### src/rtl/ucode_pkg.sv
package ucode_pkg;

    localparam int ST_W   = 3;
    localparam int IN_W   = 3;
    localparam int OUT_W  = 4;
    localparam int ADDR_W = ST_W + IN_W;
    localparam int WORD_W = ST_W + OUT_W;
    localparam int DEPTH  = 1 << ADDR_W;

    typedef enum logic [ST_W-1:0] {
        ST_IDLE  = 3'd0,
        ST_ARM   = 3'd1,
        ST_LOAD  = 3'd2,
        ST_RUN   = 3'd3,
        ST_HOLD  = 3'd4,
        ST_DRAIN = 3'd5,
        ST_DONE  = 3'd6,
        ST_FAULT = 3'd7
    } state_e;

    typedef struct packed {
        state_e             nxt;
        logic [OUT_W-1:0]   outs;
    } word_t;

    // Microcode program: computes the memory word for one address.
    // Address layout {state, err, stop, go}: the state code sits in the upper bits.
    function automatic word_t ucode_word(input logic [ADDR_W-1:0] addr);
        state_e cur;
        state_e nx;
        logic   go;
        logic   stop;
        logic   err;
        logic   busy;
        logic   done;
        logic   ack;
        cur  = state_e'(addr[ADDR_W-1:IN_W]);
        go   = addr[0];
        stop = addr[1];
        err  = addr[2];
        nx   = cur;
        unique case (cur)
            ST_IDLE:  nx = go ? ST_ARM : ST_IDLE;
            ST_ARM:   nx = stop ? ST_IDLE : (go ? ST_LOAD : ST_ARM);
            ST_LOAD:  nx = ST_RUN;
            ST_RUN:   nx = stop ? ST_HOLD : (go ? ST_DRAIN : ST_RUN);
            ST_HOLD:  nx = stop ? ST_IDLE : (go ? ST_RUN : ST_HOLD);
            ST_DRAIN: nx = ST_DONE;
            ST_DONE:  nx = ST_IDLE;
            ST_FAULT: nx = stop ? ST_IDLE : ST_FAULT;
        endcase
        if (err) begin
            nx = ST_FAULT;
        end
        busy = (cur == ST_LOAD) || (cur == ST_RUN) || (cur == ST_HOLD) || (cur == ST_DRAIN);
        done = (cur == ST_DONE);
        ack  = go && ((cur == ST_IDLE) || (cur == ST_RUN) || (cur == ST_HOLD));
        ucode_word.nxt  = nx;
        ucode_word.outs = {ack, (nx == ST_FAULT), done, busy};
    endfunction

endpackage

### src/rtl/ucode_addr_gen.sv
module ucode_addr_gen #(
    parameter int STATE_W = 3,
    parameter int IN_W    = 3,
    localparam int ADDR_W = STATE_W + IN_W
) (
    input  logic [STATE_W-1:0] state_i,
    input  logic [IN_W-1:0]    in_i,
    output logic [ADDR_W-1:0]  addr_o
);
    // State code in the upper address bits, inputs in the lower ones.
    assign addr_o = {state_i, in_i};
endmodule

### src/rtl/ucode_rom.sv
module ucode_rom #(
    parameter int ADDR_W = ucode_pkg::ADDR_W,
    parameter int WORD_W = ucode_pkg::WORD_W,
    localparam int DEPTH = 1 << ADDR_W
) (
    input  logic [ADDR_W-1:0] rd_addr_i,
    output logic [WORD_W-1:0] rd_word_o
);
    logic [WORD_W-1:0] mem [DEPTH];

    // Contents fixed at elaboration from the microcode function.
    for (genvar a = 0; a < DEPTH; a++) begin : g_word
        assign mem[a] = WORD_W'(ucode_pkg::ucode_word(ucode_pkg::ADDR_W'(a)));
    end

    assign rd_word_o = mem[rd_addr_i];
endmodule

### src/rtl/ucode_fsm.sv
module ucode_fsm #(
    parameter int STATE_W = ucode_pkg::ST_W,
    parameter int IN_W    = ucode_pkg::IN_W,
    parameter int OUT_W   = ucode_pkg::OUT_W
) (
    input  logic             clk_i,
    input  logic             rst_i,
    input  logic [IN_W-1:0]  in_i,
    output logic [OUT_W-1:0] out_o
);
    import ucode_pkg::*;

    localparam int ADDR_W = STATE_W + IN_W;
    localparam int WORD_W = STATE_W + OUT_W;
    localparam word_t RST_WORD = ucode_word('0);

    state_e            state_q;
    logic [ADDR_W-1:0] addr;
    logic [WORD_W-1:0] rd_raw;
    word_t             rd_word;

    ucode_addr_gen #(.STATE_W(STATE_W), .IN_W(IN_W)) u_addr (
        .state_i (state_q),
        .in_i    (in_i),
        .addr_o  (addr)
    );

    ucode_rom #(.ADDR_W(ADDR_W), .WORD_W(WORD_W)) u_rom (
        .rd_addr_i (addr),
        .rd_word_o (rd_raw)
    );

    assign rd_word = word_t'(rd_raw);

    // State register: the next-state field of the fetched word.
    always_ff @(posedge clk_i) begin
        if (rst_i) begin
            state_q <= RST_WORD.nxt;
        end else begin
            state_q <= rd_word.nxt;
        end
    end

    // Output register: loaded on the same edge from the same word.
    always_ff @(posedge clk_i) begin
        if (rst_i) begin
            out_o <= RST_WORD.outs;
        end else begin
            out_o <= rd_word.outs;
        end
    end

    // err forces FAULT from any state
    p_err_fault_r3: assert property (@(posedge clk_i) disable iff (rst_i)
        in_i[2] |=> state_q == ST_FAULT);

    // FAULT held while stop is low
    p_fault_hold_r3: assert property (@(posedge clk_i) disable iff (rst_i)
        (state_q == ST_FAULT && !in_i[1]) |=> state_q == ST_FAULT);

    // IDLE with no inputs stays idle and quiet
    p_idle_wait_r4: assert property (@(posedge clk_i) disable iff (rst_i)
        (state_q == ST_IDLE && in_i == '0) |=> (state_q == ST_IDLE && out_o == '0));

    // LOAD always advances to RUN without err
    p_load_run_r6: assert property (@(posedge clk_i) disable iff (rst_i)
        (state_q == ST_LOAD && !in_i[2]) |=> state_q == ST_RUN);

    // stop wins over go in RUN
    p_stop_prio_r7: assert property (@(posedge clk_i) disable iff (rst_i)
        (state_q == ST_RUN && in_i[1] && !in_i[2]) |=> state_q == ST_HOLD);

    // fault flag tracks the state loaded with it
    p_fault_flag_r8: assert property (@(posedge clk_i) disable iff (rst_i)
        out_o[2] == (state_q == ST_FAULT));

    // outputs follow the word fetched one edge earlier
    p_done_lag_r2: assert property (@(posedge clk_i) disable iff (rst_i)
        (state_q == ST_DONE) |=> out_o[1]);
endmodule

### config.mk
export PLATFORM = sky130hd
export DESIGN_NAME = ucode_fsm
export DESIGN_NICKNAME = d
export VERILOG_FILES = /design/src/rtl/ucode_pkg.sv /design/src/rtl/ucode_addr_gen.sv /design/src/rtl/ucode_rom.sv /design/src/rtl/ucode_fsm.sv
export SDC_FILE = /design/constraint.sdc
export NUM_CORES = 1
export LEC_CHECK = 0
export CORE_AREA = 3 3 40 42
export DETAILED_ROUTE_END_ITERATION = 16
export DIE_AREA = 0 0 43 45
export MAX_ROUTING_LAYER = met4
export PLACE_DENSITY = 0.47
export SLEW_MARGIN = 20
export SYNTH_ARGS = -nofsm -noshare
export SYNTH_HDL_FRONTEND = slang
export SYNTH_SLANG_ARGS = --single-unit
### constraint.sdc
create_clock -name clk_i -period 1.2 [get_ports clk_i]
set_input_delay 0.24 -clock clk_i [delete_from_list [all_inputs] [get_ports clk_i]]
set_output_delay 0.24 -clock clk_i [all_outputs]
set_load 0.02 [all_outputs]
==> flow_summary_export.csv, run 1 <==
group,metric,value,unit
run_status,status,"complete, no violations",
hold_path,hold_class,"input port to flip-flop",
synthesis,ys_top_cells_by_count,"7 x dfxtp_1, 6 x nor2_1, 3 x a31oi_1, 3 x nor2b_1",
synthesis,synth_edf_count,0,
synthesis,syn_area,374.1,sq um
routing,highest_layer,"met4",
critical_path,endpoint_kind,"flip-flop",
placed_design,gp_congestion,0.7823,
critical_path,r2r_cells,3,
floorplan,dieArea,1935,sq um
finish,final_area,503.0,sq um
synthesis,synth_cells,39,
floorplan,rows,13,
synthesis,synth_warnings,0,
grt,antenna_found_initial,0,
critical_path,crit_arrival,1.29,ns
timing,slew_viol_final,0,
clocking,htreeDepth,1,
power,total_power,0.6196,mW
timing,worst_pin_slew,0.3607,ns
routing,m1WireLength,343,um
timing,finClkSkew,0.0005017,ns
placed_design,dp_cells,63,
synthesis,ys.flop_type,"dfxtp_1",
finish,num_antenna_cells,0,
floorplan,dieWidth,43,um
hold_path,whs_path_depth,2,
job,max_cap_violations,0,
timing,finalSetupViolCount,0,
clocking,clock_sinks,7,
critical_path,crit_fanout,5,
clocking,cts_tree,"built",
critical_path,cp_data_required_time,1.32,ns
routing,drtIter0Drc,3,
timing,tns,0,ns
synthesis,synth.area.top_cells,"dfxtp_1 37%, nor2_1 6.0%, a31oi_1 5.0%",
floorplan,ios,9,
finish,syn2layout_area_growth,34.45,%
routing,antenna_left,0,
routing,wl_per_cell,11.84,um
grt,grt_pass1_vias,349,
routing,drc,0,
grt,grt_pass1_wl,1.455,mm
placed_design,io_buffers,8,
synthesis,syn_nets,45,
grt,grt_util_all_layers,10.80,%
synthesis,synth_top_area_share,37.46,%
finish,drive_gt1_share,26.92,%
timing,slew_headroom,75.92,%
routing,wl_met3,37,um
power,leakage,0.2146,nW
routing,vias_per_cell,5.119,
clocking,path_clk_slew,0.05,ns
finish,final_cells,67,
routing,drtPass1Iterations,2,
floorplan,initial_utilization,29.11,%
synthesis,synth_most_common_cell,"dfxtp_1",
synthesis,ys_types,22,
timing,fin_crit_sh,97.35,%
critical_path,startpoint_type,"input port",
timing,clock.fmax,856.0,MHz
timing,whs,0.4209,ns
clocking,clockBufferDepth,2,
finish,nFillCells,143,
grt,overflow,0,
grt,grt_max_degree,12,
timing,rsz0062_at_grt,"false",
finish,nets,59,
synthesis,yosysTopAreaCell,"dfxtp_1",
timing,finalHoldViolations,0,
clocking,postCtsSetupBuffers,0,
timing,min_period,1.168,ns
routing,num_vias,343,
synthesis,syn_avg_cell_area,9.593,sq um
routing,route.met2.wl,391,um
placed_design,dpl_cell_area,476.7,sq um
placed_design,hpwlAfterDp,609.7,um
floorplan,coreArea,1285,sq um
synthesis,synth_seq_cells,7,
synthesis,synthArstFlopShare,0,%
power,powerDensity,1232,nW/um^2
clocking,clock-root-buffer,"clkbuf_4",
synthesis,yosysSeqAreaShare,37.46,%
critical_path,critPathKind,"input port to flip-flop",
power,vdd_drop_max,340.9,uV
clocking,numCtsBuffers,3,
routing,wl,793,um
floorplan,die_h,45,um
clocking,clkLatencyLatePin,0.25,ns
-- state kept, by name, summed over array words and instances, names as in the netlist --
| register | cells |
|---|---|
| state_q | 3 |
| out_o | 4 |
-- worst max-delay path, stage by stage --
cell	delay, ns
clkdlybuf4s50_1	0.58
o21ai_2	0.10
a221oi_2	0.25
a31oi_1	0.12
-- cells in the final DEF, fill, tap and decap left out, types with 2 or more instances in the layout --
master / n
a31oi_1: 3
dfxtp_2: 2
buf_4: 2
clkdlybuf4s50_1: 3
dlygate4sd2_1: 4
nor3b_1: 2
nor2b_1: 3
nor2_1: 6
dfxtp_1: 5
inv_1: 2
clkbuf_4: 3
-- where the power goes --
group,switching [mW],internal (mW)
logic,0.0614,0.0668
registers,0.0278,0.253
clock network,0.0837,0.127
-- final timing paths --
check / start / to / slack, ns
min reg2reg: state_q[0] / out_o[1] / 0.55
max: in_i[1] / state_q[1] / 0.03
min: in_i[0] / out_o[3] / 0.42
max reg2reg: state_q[2] / state_q[1] / 0.09
-- metal layers --
metal | GRT usage [%] | up-vias
li1 | - | 168
met5 | - | -
met3 | 2.390 | 2
met4 | 9.036 | 0
met1 | 11.06 | 161
met2 | 17.66 | 12
-- cells by family (layout without fill, tap and decap cells) --
group                    count (synthesis)  count (layout)  share of synthesized area, %
adder cells (fa/ha/maj)                  1               1                         3.344
AO/OA/AOI/OAI                           12              12                         27.76
flip-flops                               7               7                         37.46
AND/OR/NAND/NOR                         16              16                         26.42
buffers and inverters                    3              16                         5.017
-- metrics by stage --
step	util (%)	worst slack [ns]
floorplan	-	0.2161
global placement	37.10	-0.1886
detailed placement	37.10	-0.2413
CTS	38.75	0.03444
global route	39.14	0.005622
finish	39.14	0.03177
-- layout make-up --
| class | count | area [sq um] | share of cell area [%] |
|---|---|---|---|
| Clock buffer | 4 | 26.28 | 5.224 |
| Inverter | 2 | 7.507 | 1.493 |
| Multi-Input combinational cell | 29 | 215.2 | 42.79 |
| Sequential cell | 7 | 142.6 | 28.36 |
| Tap cell | 15 | 18.77 | 3.731 |
| Timing Repair Buffer | 10 | 92.59 | 18.41 |
-- what timing repair did --
item,in CTS,in global routing
hold buffers,0,0
resized for setup,4,3
endpoints found under the setup margin,4,3
No activity file was read; power rests on OpenSTA's default activity.
==> run 2: changes to the inputs <==
--- a/config.mk
+++ b/config.mk
@@ -9,7 +9,7 @@
 export DETAILED_ROUTE_END_ITERATION = 16
 export DIE_AREA = 0 0 43 45
 export MAX_ROUTING_LAYER = met4
-export PLACE_DENSITY = 0.47
+export PLACE_DENSITY_LB_ADDON = 0.3
 export SLEW_MARGIN = 20
 export SYNTH_ARGS = -nofsm -noshare
 export SYNTH_HDL_FRONTEND = slang
==> run 2 against run 1 <==
Effect of this change: flip-flop and latch count did not move; critical path type unchanged; wire length fell by 2.9%; register-to-register slack barely moved; clock power barely moved; die area did not move; non-clock buffer count fell by 1; critical path depth did not move; combinational power barely moved; setup slack improved by 0.030 ns.
==> flow_summary_export.csv, run 2 (synthesis results as in run 1) <==
group,metric,value,unit
routing,drc,0,
grt,met1_usage,10.36,%
power,vdd_drop_max,339.6,uV
critical_path,startpoint_type,"input port",
clocking,clock-root-buffer,"clkbuf_4",
floorplan,coreArea,1285,sq um
finish,nets,58,
floorplan,die_h,45,um
floorplan,initial_utilization,29.11,%
grt,grt_util_all_layers,9.605,%
routing,wl,770,um
run_status,status,"complete, no violations",
routing,drtPass1Iterations,3,
power,powerDensity,1251,nW/um^2
routing,drtIter0Drc,1,
routing,vias_per_cell,4.970,
timing,finalSetupViolCount,0,
placed_design,hpwlAfterDp,556.8,um
finish,final_cell_mix,"7 x dfxtp_1, 6 x nor2_1, 4 x dlygate4sd2_1",
clocking,postCtsSetupBuffers,0,
power,total_power,0.6168,mW
grt,grt_pass1_wl,1.290,mm
finish,utilization,38.36,%
grt,met3_usage,1.992,%
finish,num_antenna_cells,0,
grt,grt_max_degree,11,
clocking,path_clk_slew,0.06,ns
critical_path,endpoint_kind,"flip-flop",
finish,largest_registers,"out_o (4), state_q (3)",
timing,worst_pin_slew,0.3509,ns
placed_design,dpl_cell_area,469.2,sq um
floorplan,ios,9,
clocking,cts_tree,"built",
routing,num_vias,328,
timing,rsz0062_at_grt,"false",
finish,final_area,493.0,sq um
timing,min_period,1.138,ns
clocking,clockBufferDepth,2,
grt,grt_pass1_vias,306,
power,leakage,0.2094,nW
timing,finClkSkew,0.005338,ns
floorplan,rows,13,
critical_path,critPathKind,"input port to flip-flop",
finish,nFillCells,127,
floorplan,dieWidth,43,um
critical_path,crit_arrival,1.26,ns
placed_design,io_buffers,8,
critical_path,cp_data_required_time,1.32,ns
critical_path,crit_fanout,5,
finish,drive_gt1_share,21.57,%
timing,slew_viol_final,0,
finish,ff_latch_area,140.1,sq um
clocking,clock_sinks,7,
timing,slew_headroom,76.57,%
clocking,numCtsBuffers,3,
finish,largest_reg_flops,4,
job,max_cap_violations,0,
timing,finalHoldViolations,0,
finish,syn2layout_area_growth,31.77,%
placed_design,gp_congestion,0.7423,
finish,layout_commonest_cell,"dfxtp_1",
grt,use_met2,13.47,%
grt,busiest_layer,"met2",
floorplan,dieArea,1935,sq um
clocking,htreeDepth,1,
finish,multi_input_area,215.2,sq um
timing,fin_crit_sh,94.83,%
hold_path,hold_class,"input port to flip-flop",
routing,antenna_left,0,
finish,largest_register,"out_o",
grt,antenna_found_initial,0,
clocking,clkLatencyLatePin,0.25,ns
timing,clock.fmax,878.8,MHz
grt,overflow,0,
routing,wl_per_cell,11.67,um
run 2: cell types whose count changed in the layout (fill, tap and decap cells not counted):
cell	before	now
dfxtp_1	5	7
dfxtp_2	2	0
buf_4	2	1
run 2: worst max-delay path: stages:
cell	delay, ns
clkdlybuf4s50_1	0.57
o21ai_2	0.10
a221oi_2	0.23
a31oi_1	0.11
run 2: worst paths after layout:
kind | startpoint | to | slack, ns | cells past startpoint
hold reg to reg | state_q[0] | out_o[1] | 0.60 | 1
setup reg to reg | state_q[1] | state_q[0] | 0.09 | 3
hold / removal | in_i[0] | out_o[3] | 0.40 | 2
setup / recovery | in_i[1] | state_q[1] | 0.06 | 4
run 2: timing repair:
item	in CTS	in global routing
resized for setup	4	1
endpoints found under the setup margin	4	1
hold buffers	0	0
pin swaps	0	0
cloned	0	0
run 2: layer usage:
metal / routed length [um] / vias up / share of wire [%]
met5: 0 / - / 0
li1: - / 167 / -
met2: 353 / 9 / 46
met4: 34 / 0 / 4.4
met1: 351 / 148 / 46
met3: 30 / 4 / 3.9
run 2: layout make-up:
type                            count  area share [%]
Multi-Input combinational cell     29           43.65
Tap cell                           15           3.807
Sequential cell                     7           28.43
Clock buffer                        4           5.330
Timing Repair Buffer                9           17.26
Inverter                            2           1.523
run 2: power breakdown:
| part | switching (mW) | leakage, nW | total, mW | internal (mW) |
|---|---|---|---|---|
| Combinational | 0.0625 | 0.136 | 0.127 | 0.0649 |
| Sequential | 0.0252 | 0.0581 | 0.277 | 0.251 |
| Clock | 0.0859 | 0.0150 | 0.213 | 0.127 |
| Total | 0.174 | 0.209 | 0.617 | 0.443 |
run 2: through the flow:
| step | setup WS, ns | hold WS, ns | std cells | setup TNS [ns] |
|---|---|---|---|---|
| final | 0.06207 | 0.3963 | 66 | 0 |
| after global routing | 0.002590 | 0.4163 | 66 | 0 |
| after CTS | 0.05229 | 0.5993 | 66 | 0 |
| after detailed placement | -0.1981 | 0.5859 | 62 | -0.5694 |
| after global placement | -0.1935 | 0.6087 | 62 | -0.5409 |
| after floorplan | 0.2161 | 0.3094 | 39 | 0 |
==> run 3: changes to the inputs <==
--- a/config.mk
+++ b/config.mk
@@ -13,4 +13,5 @@
 export SLEW_MARGIN = 20
 export SYNTH_ARGS = -nofsm -noshare
 export SYNTH_HDL_FRONTEND = slang
+export SYNTH_HIERARCHICAL = 1
 export SYNTH_SLANG_ARGS = --single-unit
==> run 3 against run 2 <==
Effect of this change: clock-buffer cell count unchanged; the flow now finishes with violations (setup timing); critical path type is now flip-flop to flip-flop; wire length rose by 6.9%; fmax decreased by 7.3%; clock power is essentially flat.
==> flow_summary_export.csv, run 3 <==
group,metric,value,unit
run_status,status,"complete, but fails checks",
run_status,violations,"setup timing",
floorplan,initial_utilization,32.42,%
floorplan,dieArea,1935,sq um
synthesis,syn_avg_cell_area,8.333,sq um
synthesis,synth_most_common_cell,"nor2b_1",
routing,drtPass1Iterations,4,
placed_design,dpl_cell_area,528.0,sq um
power,vdd_drop_max,302.6,uV
critical_path,startpoint_type,"flip-flop",
routing,route.met2.wl,377,um
synthesis,ys.flop_type,"dfxtp_1",
routing,highest_layer,"met4",
finish,final_cell_mix,"7 x nor2b_1, 6 x buf_4, 5 x dlygate4sd2_1, 5 x dfxtp_1, 4 x nor2_1",
critical_path,crit_arrival,1.36,ns
timing,fin_crit_sh,102.2,%
synthesis,synth_cells,50,
clocking,clockBufferDepth,2,
synthesis,synth_warnings,6,
power,powerDensity,1115,nW/um^2
grt,overflow,0,
synthesis,synthXorXnorAreaFrac,2.102,%
synthesis,synth.area.mux_share,0,%
synthesis,synth.area.top_cells,"dfxtp_1 34%, buf_4 13%, nor2b_1 12%",
clocking,cts_tree,"built",
power,combPwrFrac,26.3,%
clocking,clkLatencyLatePin,0.25,ns
synthesis,syn_nets,55,
clocking,cts_hold_buf,0,
synthesis,synth_top_family_by_area,"simple AND/OR/NAND/NOR gates",
routing,antenna_left,0,
synthesis,synth_top_area_share,33.63,%
routing,num_vias,346,
power,seqPwrFrac,40.8,%
clocking,clock_sinks,7,
routing,vias_per_cell,4.553,
power,p_switching,0.1725,mW
power,p_clk_share,32.9,%
synthesis,yosysTopAreaCell,"dfxtp_1",
grt,grt_pass1_vias,327,
timing,slew_headroom,75.16,%
floorplan,rows,13,
placed_design,gp_congestion,0.8049,
timing,clock.fmax,815.0,MHz
timing,min_period,1.227,ns
power,switching_share,26.94,%
clocking,htreeDepth,1,
synthesis,syn_area,416.7,sq um
critical_path,endpoint_kind,"flip-flop",
job,max_cap_violations,0,
synthesis,synth-simple-area-share,28.83,%
routing,drc,0,
routing,m1WireLength,381,um
floorplan,dieWidth,43,um
floorplan,die_h,45,um
synthesis,synth_edf_count,0,
grt,grt_pass1_wl,1.345,mm
routing,drtIter0Drc,1,
finish,utilization,44.69,%
finish,largest_registers,"out_o (4), state_q (3)",
floorplan,ios,9,
finish,final_area,574.3,sq um
synthesis,synthAdderAreaFrac,0,%
clocking,numCtsBuffers,3,
routing,wl_met3,54,um
finish,nFillCells,140,
finish,layout_commonest_cell,"nor2b_1",
finish,largest_register,"out_o",
power,leakage,0.2613,nW
grt,grt_util_all_layers,10.38,%
finish,num_antenna_cells,0,
grt,grt_max_degree,12,
critical_path,critPathKind,"flip-flop to flip-flop",
timing,finalHoldViolations,0,
timing,rsz0062_at_grt,"true",
synthesis,synth_compound_area_share,19.82,%
routing,wl_per_cell,10.83,um
critical_path,crit_fanout,4,
floorplan,coreArea,1285,sq um
power,p_int,0.4679,mW
finish,drive_gt1_share,29.51,%
placed_design,pre_cts_ws,-0.4897,ns
synthesis,ys_top_cells_by_count,"8 x nor2b_1, 7 x buf_4, 7 x dfxtp_1",
timing,finalSetupViolCount,1,
clocking,clock-root-buffer,"clkbuf_4",
synthesis,yosysSeqAreaShare,33.63,%
placed_design,io_buffers,8,
finish,largest_reg_flops,4,
hold_path,hold_class,"input port to flip-flop",
synthesis,ys_types,22,
synthesis,synthArstFlopShare,0,%
timing,timing.final.ws_setup,-0.02699,ns
clocking,path_clk_slew,0.05,ns
timing,worst_pin_slew,0.3673,ns
timing,slew_viol_final,0,
critical_path,cp_data_required_time,1.33,ns
routing,wl,823,um
finish,nets,67,
synthesis,synth_seq_cells,7,
finish,syn2layout_area_growth,37.84,%
grt,antenna_found_initial,0,
placed_design,dp_cells,72,
finish,final_cells,76,
timing,finClkSkew,0.003526,ns
-- run 3: cell count changes after synthesis, sizes merged, moves of 2 or more --
cell | before | now
buf | 1 | 8
a31oi | 3 | 0
o21ai | 2 | 4
nor2b | 4 | 8
nor2 | 6 | 4
nand2 | 0 | 2
a221oi | 2 | 0
nor3b | 3 | 0
-- run 3: kinds of logic after synthesis --
group                  Yosys count
AO/OA/AOI/OAI                   12
XOR/XNOR                         1
buffers and inverters           10
flip-flops                       7
AND/OR/NAND/NOR                 20
-- run 3: power by group through the flow --
| stage | combinational, mW | sequential [mW] | clock [mW] |
|---|---|---|---|
| after detailed placement | 0.162 | 0.266 | 0 |
| after global routing | 0.185 | 0.264 | 0.237 |
| final | 0.169 | 0.261 | 0.211 |
| after global placement | 0.160 | 0.266 | 0 |
| after CTS | 0.159 | 0.261 | 0.225 |
| after floorplan | 0.115 | 0.271 | 0 |
-- run 3: layer usage --
layer | global-route usage (%) | vias to the layer above
met1 | 10.60 | 150
met3 | 2.390 | 2
met4 | 10.84 | 0
met5 | - | -
met2 | 15.87 | 8
li1 | - | 186
-- run 3: critical path, cell delays in order (launching register included) --
cell	delay (ns)
dfxtp_4	0.35
and3b_1	0.22
a2111oi_4	0.27
o211ai_1	0.12
nor2b_2	0.16
-- run 3: repair_timing --
action,in CTS,in global routing
endpoints found under the setup margin,8,3
pin swaps,0,2
gates resized for setup,7,7
buffers inserted,0,1
-- run 3: path summary, 6_finish.rpt --
kind | startpoint | endpoint | slack [ns] | cells past startpoint
setup / recovery | state_q[0] | state_q[1] | -0.03 | 4
hold / removal | in_i[0] | out_o[3] | 0.57 | 4
setup reg to reg | state_q[0] | state_q[1] | -0.03 | 4
hold reg to reg | state_q[2] | out_o[0] | 0.67 | 3
-- run 3: per-stage QoR --
step | hold slack, ns | total power [mW] | TNS (ns)
floorplan | 0.3116 | 0.3855 | -0.02597
global placement | 0.7127 | 0.4269 | -1.350
detailed placement | 0.7016 | 0.4274 | -1.358
CTS | 0.6399 | 0.6456 | -0.1519
global route | 0.5856 | 0.6861 | -0.1404
finish | 0.5717 | 0.6403 | -0.02699
-- run 3: layout make-up --
type | instances | area (sq um) | area share, %
inverter | 2 | 7.507 | 1.307
sequential | 7 | 145.1 | 25.27
tap | 15 | 18.77 | 3.268
timing repair buffer | 15 | 132.6 | 23.09
clock buffer | 4 | 26.28 | 4.575
multi-input combinational | 33 | 244.0 | 42.48
